==> src/rtl/cs_pkg.sv <==
package cs_pkg;
  localparam int CFG_DW = 16;
  localparam int CFG_AW = 3;

  localparam logic [CFG_AW-1:0] REG_UP  = 3'd0;
  localparam logic [CFG_AW-1:0] REG_LO  = 3'd1;
  localparam logic [CFG_AW-1:0] REG_MID = 3'd2;
  localparam logic [CFG_AW-1:0] REG_PIO = 3'd3;
  localparam logic [CFG_AW-1:0] REG_MOD = 3'd4;

  typedef struct packed {
    logic       en;
    logic [3:0] k;
  } win_cfg_t;

  typedef struct packed {
    logic       en;
    logic [2:0] k;
    logic [6:0] base;
  } mid_cfg_t;

  typedef struct packed {
    logic       en;
    logic [5:0] base;
  } pio_cfg_t;
endpackage

==> src/rtl/cs_cfg_regs.sv <==
module cs_cfg_regs
  import cs_pkg::*;
(
  input  logic              clk_i,
  input  logic              rst_ni,
  input  logic              we_i,
  input  logic [CFG_AW-1:0] waddr_i,
  input  logic [CFG_DW-1:0] wdata_i,
  output win_cfg_t          up_o,
  output win_cfg_t          lo_o,
  output mid_cfg_t          mid_o,
  output pio_cfg_t          pio_o,
  output logic [1:0]        lat_o
);
  logic unused_bits;
  assign unused_bits = ^wdata_i;

  always_ff @(posedge clk_i or negedge rst_ni) begin
    if (!rst_ni) begin
      up_o  <= '0;
      lo_o  <= '0;
      mid_o <= '0;
      pio_o <= '0;
      lat_o <= '0;
    end else if (we_i) begin
      case (waddr_i)
        REG_UP:  up_o  <= '{en: wdata_i[15], k: wdata_i[3:0]};
        REG_LO:  lo_o  <= '{en: wdata_i[15], k: wdata_i[3:0]};
        REG_MID: mid_o <= '{en: wdata_i[15], k: wdata_i[10:8], base: wdata_i[6:0]};
        REG_PIO: pio_o <= '{en: wdata_i[15], base: wdata_i[5:0]};
        REG_MOD: lat_o <= wdata_i[1:0];
        default: ;
      endcase
    end
  end
endmodule

==> src/rtl/cs_mem_decode.sv <==
module cs_mem_decode
  import cs_pkg::*;
#(
  parameter int ADDR_W = 20,
  parameter int WIN_SH = 10,
  parameter int MID_SH = 13,
  parameter int N_MID  = 4,
  parameter int WIN_KMAX = 8,
  parameter int MID_KMAX = 6
) (
  input  win_cfg_t           up_i,
  input  win_cfg_t           lo_i,
  input  mid_cfg_t           mid_i,
  input  logic [ADDR_W-1:0]  addr_i,
  output logic               ucs_hit_o,
  output logic               lcs_hit_o,
  output logic [N_MID-1:0]   mcs_hit_o
);
  localparam int IDX_W = $clog2(N_MID);
  localparam logic [ADDR_W-1:0] ONES = {ADDR_W{1'b1}};

  logic [ADDR_W-1:0] up_mask, lo_mask, mid_mask, mid_base;
  logic              up_hit, lo_hit, mid_hit, mid_ok;
  logic [IDX_W-1:0]  mid_idx;

  always_comb begin
    up_mask  = ONES << (WIN_SH + 32'(up_i.k));
    lo_mask  = ONES << (WIN_SH + 32'(lo_i.k));
    mid_mask = ONES << (MID_SH + 32'(mid_i.k));
    mid_base = ADDR_W'(mid_i.base) << MID_SH;
    mid_ok   = mid_i.en && (32'(mid_i.k) <= MID_KMAX) && ((mid_base & ~mid_mask) == '0);
    up_hit   = up_i.en && (32'(up_i.k) <= WIN_KMAX) && ((addr_i & up_mask) == up_mask);
    lo_hit   = lo_i.en && (32'(lo_i.k) <= WIN_KMAX) && ((addr_i & lo_mask) == '0);
    mid_hit  = mid_ok && ((addr_i & mid_mask) == mid_base);
    mid_idx  = IDX_W'(addr_i >> (MID_SH - IDX_W + 32'(mid_i.k)));
  end

  // upper > lower > mid
  assign ucs_hit_o = up_hit;
  assign lcs_hit_o = lo_hit && !up_hit;

  for (genvar g = 0; g < N_MID; g++) begin : g_mid
    assign mcs_hit_o[g] = mid_hit && !up_hit && !lo_hit && (mid_idx == IDX_W'(g));
  end
endmodule

==> src/rtl/cs_io_decode.sv <==
module cs_io_decode
  import cs_pkg::*;
#(
  parameter int IO_W   = 16,
  parameter int BLK_SH = 10,
  parameter int SUB_SH = 7,
  parameter int N_PCS  = 7
) (
  input  pio_cfg_t          pio_i,
  input  logic [IO_W-1:0]   addr_i,
  output logic [N_PCS-1:0]  pcs_hit_o
);
  localparam int IDX_W = BLK_SH - SUB_SH;

  logic             blk_hit;
  logic [IDX_W-1:0] slot;

  assign blk_hit = pio_i.en && (addr_i[IO_W-1:BLK_SH] == pio_i.base);
  assign slot    = addr_i[BLK_SH-1:SUB_SH];

  for (genvar g = 0; g < N_PCS; g++) begin : g_pcs
    assign pcs_hit_o[g] = blk_hit && (slot == IDX_W'(g));
  end
endmodule

==> src/rtl/chip_sel_top.sv <==
module chip_sel_top
  import cs_pkg::*;
#(
  parameter int ADDR_W = 20,
  parameter int IO_W   = 16,
  parameter int N_MID  = 4,
  parameter int N_PCS  = 7
) (
  input  logic              clk_i,
  input  logic              rst_ni,
  input  logic              cfg_we_i,
  input  logic [CFG_AW-1:0] cfg_addr_i,
  input  logic [CFG_DW-1:0] cfg_data_i,
  input  logic [ADDR_W-1:0] addr_i,
  input  logic              ale_i,
  input  logic              mem_io_i,
  input  logic              hold_i,
  output logic              ucs_no,
  output logic              lcs_no,
  output logic [N_MID-1:0]  mcs_no,
  output logic [N_PCS-1:0]  pcs_no
);
  localparam int A1_IDX = N_PCS - 2;
  localparam int A2_IDX = N_PCS - 1;

  win_cfg_t         up_cfg, lo_cfg;
  mid_cfg_t         mid_cfg;
  pio_cfg_t         pio_cfg;
  logic [1:0]       lat_cfg;
  logic             ucs_hit, lcs_hit;
  logic [N_MID-1:0] mcs_hit;
  logic [N_PCS-1:0] pcs_hit, pcs_nxt;
  logic             take;

  cs_cfg_regs u_cfg (
    .clk_i   (clk_i),
    .rst_ni  (rst_ni),
    .we_i    (cfg_we_i),
    .waddr_i (cfg_addr_i),
    .wdata_i (cfg_data_i),
    .up_o    (up_cfg),
    .lo_o    (lo_cfg),
    .mid_o   (mid_cfg),
    .pio_o   (pio_cfg),
    .lat_o   (lat_cfg)
  );

  cs_mem_decode #(.ADDR_W(ADDR_W), .N_MID(N_MID)) u_mem (
    .up_i      (up_cfg),
    .lo_i      (lo_cfg),
    .mid_i     (mid_cfg),
    .addr_i    (addr_i),
    .ucs_hit_o (ucs_hit),
    .lcs_hit_o (lcs_hit),
    .mcs_hit_o (mcs_hit)
  );

  cs_io_decode #(.IO_W(IO_W), .N_PCS(N_PCS)) u_io (
    .pio_i     (pio_cfg),
    .addr_i    (addr_i[IO_W-1:0]),
    .pcs_hit_o (pcs_hit)
  );

  assign take = ale_i && !hold_i;

  always_comb begin
    pcs_nxt = ~(pcs_hit & {N_PCS{!mem_io_i}});
    if (lat_cfg[0]) pcs_nxt[A1_IDX] = addr_i[1];
    if (lat_cfg[1]) pcs_nxt[A2_IDX] = addr_i[2];
  end

  // outputs hold between strobes and throughout bus hold
  always_ff @(posedge clk_i or negedge rst_ni) begin
    if (!rst_ni) begin
      ucs_no <= 1'b1;
      lcs_no <= 1'b1;
      mcs_no <= '1;
      pcs_no <= '1;
    end else if (take) begin
      ucs_no <= !(mem_io_i && ucs_hit);
      lcs_no <= !(mem_io_i && lcs_hit);
      mcs_no <= ~(mcs_hit & {N_MID{mem_io_i}});
      pcs_no <= pcs_nxt;
    end
  end
endmodule

==> config.mk <==
export PLATFORM = sky130hd
export DESIGN_NAME = chip_sel_top
export DESIGN_NICKNAME = d
export VERILOG_FILES = /design/src/rtl/cs_pkg.sv /design/src/rtl/cs_cfg_regs.sv /design/src/rtl/cs_mem_decode.sv /design/src/rtl/cs_io_decode.sv /design/src/rtl/chip_sel_top.sv
export SDC_FILE = /design/constraint.sdc
export NUM_CORES = 1
export LEC_CHECK = 0
export ABC_CLOCK_PERIOD_IN_PS = 6300
export BUFFER_PORTS_ARGS = -buffer_cell sky130_fd_sc_hd__buf_4
export CAP_MARGIN = 20
export CORE_MARGIN = 3
export CORE_UTILIZATION = 61
export CTS_CLUSTER_SIZE = 12
export DETAILED_ROUTE_END_ITERATION = 10
export PLACE_DENSITY = 0.92
export SLEW_MARGIN = 25
export SYNTH_ARGS = -nofsm -noshare
export SYNTH_HDL_FRONTEND = slang
export SYNTH_HIERARCHICAL = 1
export SYNTH_SLANG_ARGS = --single-unit
==> constraint.sdc <==
create_clock -name clk_i -period 6.3 [get_ports clk_i]
set_input_delay 1.26 -clock clk_i [delete_from_list [all_inputs] [get_ports clk_i]]
set_output_delay 1.26 -clock clk_i [all_outputs]
set_load 0.01 [all_outputs]
==> impl_metrics.tcl, run 1 <==
set metrics [dict create \
    largest_net_degree_at_the_start_of_global_routing 44 \
    synthToLayoutAreaGrowth_pct 13.8 \
    drt.antenna.violating_nets 0 \
    number_of_antenna_violations_at_the_first_check_in_global_routing 0 \
    timing.clock.skew_ps 9.48 \
    cts-root-buf "clkbuf_8" \
    height_of_the_die_um 79.9 \
    synth-edff-count 0 \
    ys.flop_type "dfrtp_1" \
    place_congestion 1.00 \
    multi_input_combinational_cell_area_um2 2040 \
    critical_path.startpoint_type "flip-flop" \
    rr_startpoint "u_cfg/mid_o[7]" \
    totalNegativeSetupSlack_ps 0 \
    hpwlAfterDp_um 6140 \
    post-route-drc-count 0 \
    post_cts_resized 0 \
    globalRouteTotalUtil 0.271 \
    reg2reg_depth 10 \
    layout.area.seq_um2 1090 \
    rrSetupSlack_ps 3240 \
    io-pin-count 58 \
    swShare 0.401 \
    leakage_power_uw 0.00156 \
    power_density_nw_per_um2 267 \
    status "finished clean" \
    timing.critical_path.mode_cell "ha_1" \
    share_of_the_synthesized_area_in_the_top_cell_type 0.226 \
    busiest_layer "met2" \
    die_outline_area_um2 6380 \
    max_slew_margin 0.485 \
    grt_overflow 0 \
    report.final.slew_viol_count 0 \
    grt_pass1_wl_um 13500 \
    clock_sinks 43 \
    power.net_switching_uw 406 \
    synth_largest_area_cell "dfrtp_1" \
    cp-end-kind "flip-flop" \
    yosysSeqAreaShare 0.328 \
    clock.fmax_ghz 0.327 \
    antenna_cells 0 \
    first_global_vias 2854 \
    ys_async_sr_fraction 1.00 \
    wire_per_inst_um 18.2 \
    groute.layer.met1.usage 0.349 \
    worst-slew-pin-transition_ps 772 \
    hp-class "reg2reg" \
    arrival_time_reported_for_the_critical_path_endpoint_ps 3280 \
    yosysUniqueCellTypes 73 \
    syn-instance-count 338 \
    met3_use_gr 0.0508 \
    clkSlewWorstSetupHoldPaths_ps 90 \
    number_of_register_bits_inferred_by_synthesis 43 \
    final.hold.worst_slack_ps 481 \
    fillers 411 \
    buffer_ports.inserted 52 \
    rsz_0062_raised_after_global_routing "no" \
    clk-insertion-delay-late_ps 300 \
    setup_viol 0 \
    groute.layer.met2.usage 0.450 \
    holdCritStartpoint "pcs_no[5]" \
    postSynthAreaPerCell_um2 9.85 \
    timing.critical_path.fanout_max 12 \
    clock_tree.htree_level_count 2 \
    timing.final.crit_period_ps 3060 \
    syn-num-nets 393 \
    initialDrtViolationCount 332 \
    die_w_um 79.9 \
    timing.critical_path.required_ps 6520 \
    final-hold-violation-count 0 \
    post-synth-top-count-cell "dfrtp_1" \
    drt-pass1-iter-count 6 \
    p_int_uw 606 \
    timing.hold.worst_path_depth 2 \
    ctsLongestPathBuffers 2 \
    synth_top_cells_by_area "dfrtp_1 (23%), dfstp_2 (10%), mux2_2 (6.8%)" \
    critical_path.startpoint "u_cfg/mid_o[7]" \
    finish.net_count 437 \
    ys.warnings.count 6 \
    maximum_capacitance_violations 0 \
    via_per_inst 6.54 \
    sequentialPowerShare 0.395 \
    final_layout_size_suffix_gt1_frac 0.326 \
    timing.setup.critical_path_class "reg2reg" \
    routed_wl_um 8240 \
    worst_path_largest_cell_delay_ps 680 \
    timing.hold.worst_endpoint "pcs_no[5]" \
    cts_inserted_buffers 5 \
    worst_ir_drop_vdd_mv 0.181 \
    relative_contribution_of_the_clock_network_to_total_power 0.176 \
    path_cells "ha_1 -> inv_1 -> ha_1 -> a211oi_1 -> and3_1 -> a2111o_1 -> nor4_4 -> nand4_1 -> nor4_1 -> a31oi_1" \
    route.vias.total 2962 \
    synthTopCellsByCount "dfrtp_1 (30), inv_1 (22), nand2_1 (21), nor2_1 (21), mux2_2 (20)" \
    cts_tree "built" \
    ctsHoldBuffers 0 \
    synthesis.area_um2 3330 \
    initial_cell_density_of_the_core 0.639 \
    finalCritPeriodShare 0.485 \
    rr_endpoint "mcs_no[2]" \
    power_frac_comb 0.429 \
    core.rowCount 26 \
    cts_post_setup_buffers_inserted 0 \
    design.core.area_um2 5200 \
    timing.critical_path.slowest_stage_cell "dfrtp_1" \
]
==> final cells by class <==
cell class | instances | area share
Tap cell | 70 | 0.0231
Clock buffer | 5 | 0.0182
Inverter | 23 | 0.0228
Multi-Input combinational cell | 257 | 0.540
Clock inverter | 3 | 0.00463
Timing Repair Buffer | 52 | 0.103
Sequential cell | 43 | 0.289
==> logic make-up (layout without fill, tap and decap cells) <==
logic type	count (synthesis)	in the layout	share of synthesized area
compound gates	96	96	0.208
xor+xnor	7	7	0.0263
fa+ha+maj	10	10	0.0376
buf+inv	38	83	0.0579
flops	43	43	0.328
mux	34	34	0.140
simple gates	110	110	0.202
==> placed cells by master (no fill, tap or decap), drive strengths merged, types with 4 or more instances in the layout <==
master / Yosys / routed
nor2: 21 / 21
ha: 10 / 10
dfstp: 13 / 13
nand4: 7 / 7
a22oi: 4 / 4
a21oi: 17 / 17
nand3b: 5 / 5
mux2: 30 / 30
inv: 23 / 24
nor3: 4 / 4
o21ai: 15 / 15
nand3: 5 / 5
a31oi: 17 / 17
nor2b: 8 / 8
buf: 14 / 52
dfrtp: 30 / 30
a211oi: 4 / 4
xnor2: 6 / 6
clkbuf: 1 / 5
and3: 4 / 4
nand2b: 5 / 5
nand2: 21 / 21
nor4: 13 / 13
mux4: 4 / 4
==> stage by stage <==
step / cell area [µm²] / worst slack, ps / power (µW) / cells / util
after floorplan: 3330 / 3520 / 723 / 338 / -
after global placement: 3700 / 3230 / 807 / 445 / 0.711
after detailed placement: 3700 / 3190 / 826 / 445 / 0.711
after CTS: 3790 / 3280 / 1000 / 453 / 0.727
after global routing: 3790 / 3060 / 1080 / 453 / 0.727
final: 3790 / 3240 / 1010 / 453 / 0.727
==> power groups by stage <==
stage / clock [µW] / combinational (µW) / sequential (µW)
2_1_floorplan: 0 / 361 / 362
3_3_place_gp: 0 / 408 / 399
3_5_place_dp: 0 / 423 / 403
4_1_cts: 180 / 426 / 398
5_1_grt: 192 / 478 / 408
6_report: 178 / 434 / 400
==> worst max-delay path by stage <==
stage / endpoint / slack [ps] / cells after the start
floorplan: mcs_no[0] / 3520 / 7
global placement: mcs_no[2] / 3230 / 8
detailed placement: mcs_no[2] / 3190 / 8
CTS: mcs_no[2] / 3280 / 10
global route: mcs_no[1] / 3060 / 10
finish: mcs_no[2] / 3240 / 10
==> state kept, by name, summed over array words and instances, names as in the netlist <==
signal and count:
u_cfg/pio_o 7, u_cfg/mid_o 11, mcs_no 4, lcs_no 1, u_cfg/lo_o 5, u_cfg/up_o 5, pcs_no 7, u_cfg/lat_o 2
ucs_no 1
==> critical path: cells and delay by family, from the launching register on <==
family,cells,cell delay (ps)
and+or+nand+nor,4,880
AOI/OAI and AO/OA,3,650
DFF,1,680
buffers and inverters,1,50
adders and majority gates,2,730
==> routing by layer <==
metal | share of wire | up-vias
met1 | 0.41 | 1388
met5 | 0 | -
met3 | 0.098 | 16
met2 | 0.47 | 176
li1 | - | 1382
met4 | 0.023 | 0
Power figures use the tool's default switching activity.
==> run 2, diff against run 1 <==
--- a/config.mk
+++ b/config.mk
@@ -5,14 +5,15 @@
 export SDC_FILE = /design/constraint.sdc
 export NUM_CORES = 1
 export LEC_CHECK = 0
-export ABC_CLOCK_PERIOD_IN_PS = 6300
+export ABC_AREA = 1
+export ABC_CLOCK_PERIOD_IN_PS = 3200
 export BUFFER_PORTS_ARGS = -buffer_cell sky130_fd_sc_hd__buf_4
 export CAP_MARGIN = 20
 export CORE_MARGIN = 3
-export CORE_UTILIZATION = 61
+export CORE_UTILIZATION = 58
 export CTS_CLUSTER_SIZE = 12
 export DETAILED_ROUTE_END_ITERATION = 10
-export PLACE_DENSITY = 0.92
+export PLACE_DENSITY = 0.88
 export SLEW_MARGIN = 25
 export SYNTH_ARGS = -nofsm -noshare
 export SYNTH_HDL_FRONTEND = slang
==> constraint.sdc (replaced) <==
create_clock -name clk_i -period 3.2 [get_ports clk_i]
set_input_delay 0.64 -clock clk_i [delete_from_list [all_inputs] [get_ports clk_i]]
set_output_delay 0.64 -clock clk_i [all_outputs]
set_load 0.01 [all_outputs]
==> impl_metrics.tcl, run 2 <==
set metrics [dict create \
    timing.clock.skew_ps 7.59 \
    synthToLayoutAreaGrowth_pct 14.1 \
    io-pin-count 58 \
    worst-slew-pin-transition_ps 558 \
    critical_path.startpoint "u_cfg/mid_o[9]" \
    drt.antenna.violating_nets 0 \
    clkSlewWorstSetupHoldPaths_ps 90 \
    ys.flop_type "dfrtp_1" \
    arrival_time_reported_for_the_critical_path_endpoint_ps 2610 \
    path_cells "bufinv_8 -> ha_1 -> inv_1 -> nand2_1 -> o21ai_0 -> nand2_1 -> o21ai_0 -> nor2_1 -> nand3_1 -> nor2_2 -> nand3_2 -> nor2_1 -> nand2_1 -> nand2_1 -> nand2_1" \
    clock_tree.htree_level_count 2 \
    clock_sinks 43 \
    cp-end-kind "flip-flop" \
    timing.critical_path.slowest_stage_cell "dfrtp_1" \
    wire_per_inst_um 13.5 \
    core.rowCount 27 \
    hpwlAfterDp_um 7450 \
    worst_path_largest_cell_delay_ps 410 \
    top_regs "u_cfg/mid_o x11, pcs_no x7, u_cfg/pio_o x7" \
    routed_wl_um 9580 \
    leakage_power_uw 0.00229 \
    first_global_vias 3642 \
    critical_path.startpoint_type "flip-flop" \
    initial_cell_density_of_the_core 0.624 \
    finalPower_uw 2000 \
    synth_top_cells_by_area "nand2_1 (25%), dfrtp_1 (21%), nand3_1 (11%)" \
    place_congestion 0.909 \
    drt-pass1-iter-count 5 \
    buffer_ports.inserted 52 \
    grt_pass1_wl_um 16200 \
    via_per_inst 5.45 \
    cts_post_setup_buffers_inserted 0 \
    number_of_antenna_violations_at_the_first_check_in_global_routing 0 \
    post-synth-top-count-cell "nand2_1" \
    status "finished clean" \
    rr_startpoint "u_cfg/mid_o[9]" \
    timing.critical_path.required_ps 3440 \
    initialDrtViolationCount 407 \
    synthTopCellsByCount "nand2_1 (242), nand3_1 (75), inv_1 (71)" \
    yosysSeqAreaShare 0.306 \
    cts_tree "built" \
    syn-num-nets 640 \
    ctsLongestPathBuffers 2 \
    setup_viol 0 \
    postSynthAreaPerCell_um2 6.09 \
    post_cts_resized 0 \
    number_of_register_bits_inferred_by_synthesis 43 \
    rsz_0062_raised_after_global_routing "no" \
    share_of_the_synthesized_area_in_the_top_cell_type 0.255 \
    synth_largest_area_cell "nand2_1" \
    timing.critical_path.fanout_max 11 \
    totalNegativeSetupSlack_ps 0 \
    ys.warnings.count 6 \
    report.final.slew_viol_count 0 \
    finish.net_count 690 \
    worst_ir_drop_vdd_mv 0.278 \
    clk-insertion-delay-late_ps 300 \
    ys_async_sr_fraction 1.00 \
    hp-class "in2async" \
    final.hold.worst_slack_ps 323 \
    grt_overflow 0 \
    cts-root-buf "clkbuf_8" \
    most-common-layout-cells "nand2_1 (242), nand3_1 (75), inv_1 (71), buf_4 (56), nor2_1 (50)" \
    largest_net_degree_at_the_start_of_global_routing 44 \
    timing.critical_path.mode_cell "nand2_1" \
    yosysUniqueCellTypes 29 \
    cpLargestDelayFamily "simple AND/OR/NAND/NOR gates" \
    post-route-drc-count 0 \
    synth-edff-count 0 \
    cts_inserted_buffers 5 \
    place.detailed.instances 700 \
    design.core.area_um2 5710 \
    clock.fmax_ghz 0.423 \
    final-hold-violation-count 0 \
    largest_register_ffs 11 \
    syn-instance-count 585 \
    route.vias.total 3857 \
    cp_num_buf_inv 2 \
    die_w_um 84.4 \
    globalRouteTotalUtil 0.276 \
    power_density_nw_per_um2 491 \
    die_outline_area_um2 7120 \
    layout_cells_excl_fill 708 \
    timing.setup.critical_path_class "reg2reg" \
    synthesis.area_um2 3560 \
    maximum_capacitance_violations 0 \
    leading_cell_type_in_the_layout_fill_and_taps_excluded "nand2_1" \
    top_register "u_cfg/mid_o" \
    ctsHoldBuffers 0 \
    timing.final.crit_period_ps 2370 \
    final_layout_size_suffix_gt1_frac 0.154 \
    max_slew_margin 0.627 \
    antenna_cells 0 \
    height_of_the_die_um 84.4 \
    finalCritPeriodShare 0.739 \
]
run 2: cell count changes after synthesis, moves of 12 or more:
cell     delta
nand2_1   +221
nand3_1    +70
inv_1      +49
nor2_1     +29
mux2_2     -20
a31oi_1    -16
nor4_1     -12
run 2: final cells by class:
cell class | instances | area (µm²)
repair buffers | 56 | 420
inverters | 76 | 299
clock inverters | 3 | 23.8
clock buffers | 5 | 68.8
well taps | 72 | 90.1
multi-input cells | 453 | 2070
fillers | 513 | 1640
flip-flops and latches | 43 | 1090
run 2: final timing paths:
kind | endpoint | slack [ps] | cells after the start
hold reg to reg | pcs_no[0] | 470 | 2
setup / recovery | mcs_no[0] | 830 | 15
max in group asynchronous | pcs_no[5] | 2500 | 1
hold / removal | u_cfg/up_o[0] | 320 | 1
setup reg to reg | mcs_no[0] | 830 | 15
min in group clk_i | pcs_no[0] | 470 | 2
run 2: power by group:
part	internal (µW)	total (µW)	leakage [µW]	switching [µW]
clock network	156	357	0.0000408	201
registers	648	739	0.000514	90.9
logic	335	901	0.00173	566
total	1140	2000	0.00229	858
run 2: cells by family (layout without fill, tap and decap cells):
group	Yosys count	in the layout	synth area share
and+or+nand+nor	399	399	0.481
buffers and inverters	89	140	0.112
AOI/OAI and AO/OA	43	43	0.0635
DFF	43	43	0.306
adders and majority gates	10	10	0.0351
xor gates and xnor gates	1	1	0.00246
run 2: worst register-to-register path, delay by kind of cell, from the launching register on:
family,cells,cell delay [ps]
buf+inv,2,350
flops,1,410
simple gates,10,930
compound gates,2,220
fa+ha+maj,1,400
run 2: metrics by stage:
step                      utilization  worst slack, ps  area (µm²)
after floorplan                     -             1020        3560
after global placement          0.696              980        3980
after detailed placement        0.696              902        3980
after CTS                       0.712              891        4070
after global routing            0.712              581        4070
final                           0.712              834        4070
run 2: layer usage:
layer / up-vias / wire length (µm) / share of wire / GRT usage
li1: 1933 / - / - / -
met1: 1720 / 4100 / 0.43 / 0.361
met2: 183 / 4550 / 0.47 / 0.461
met4: 0 / 201 / 0.021 / 0.106
met5: - / 0 / 0 / 0
met3: 21 / 733 / 0.076 / 0.0432
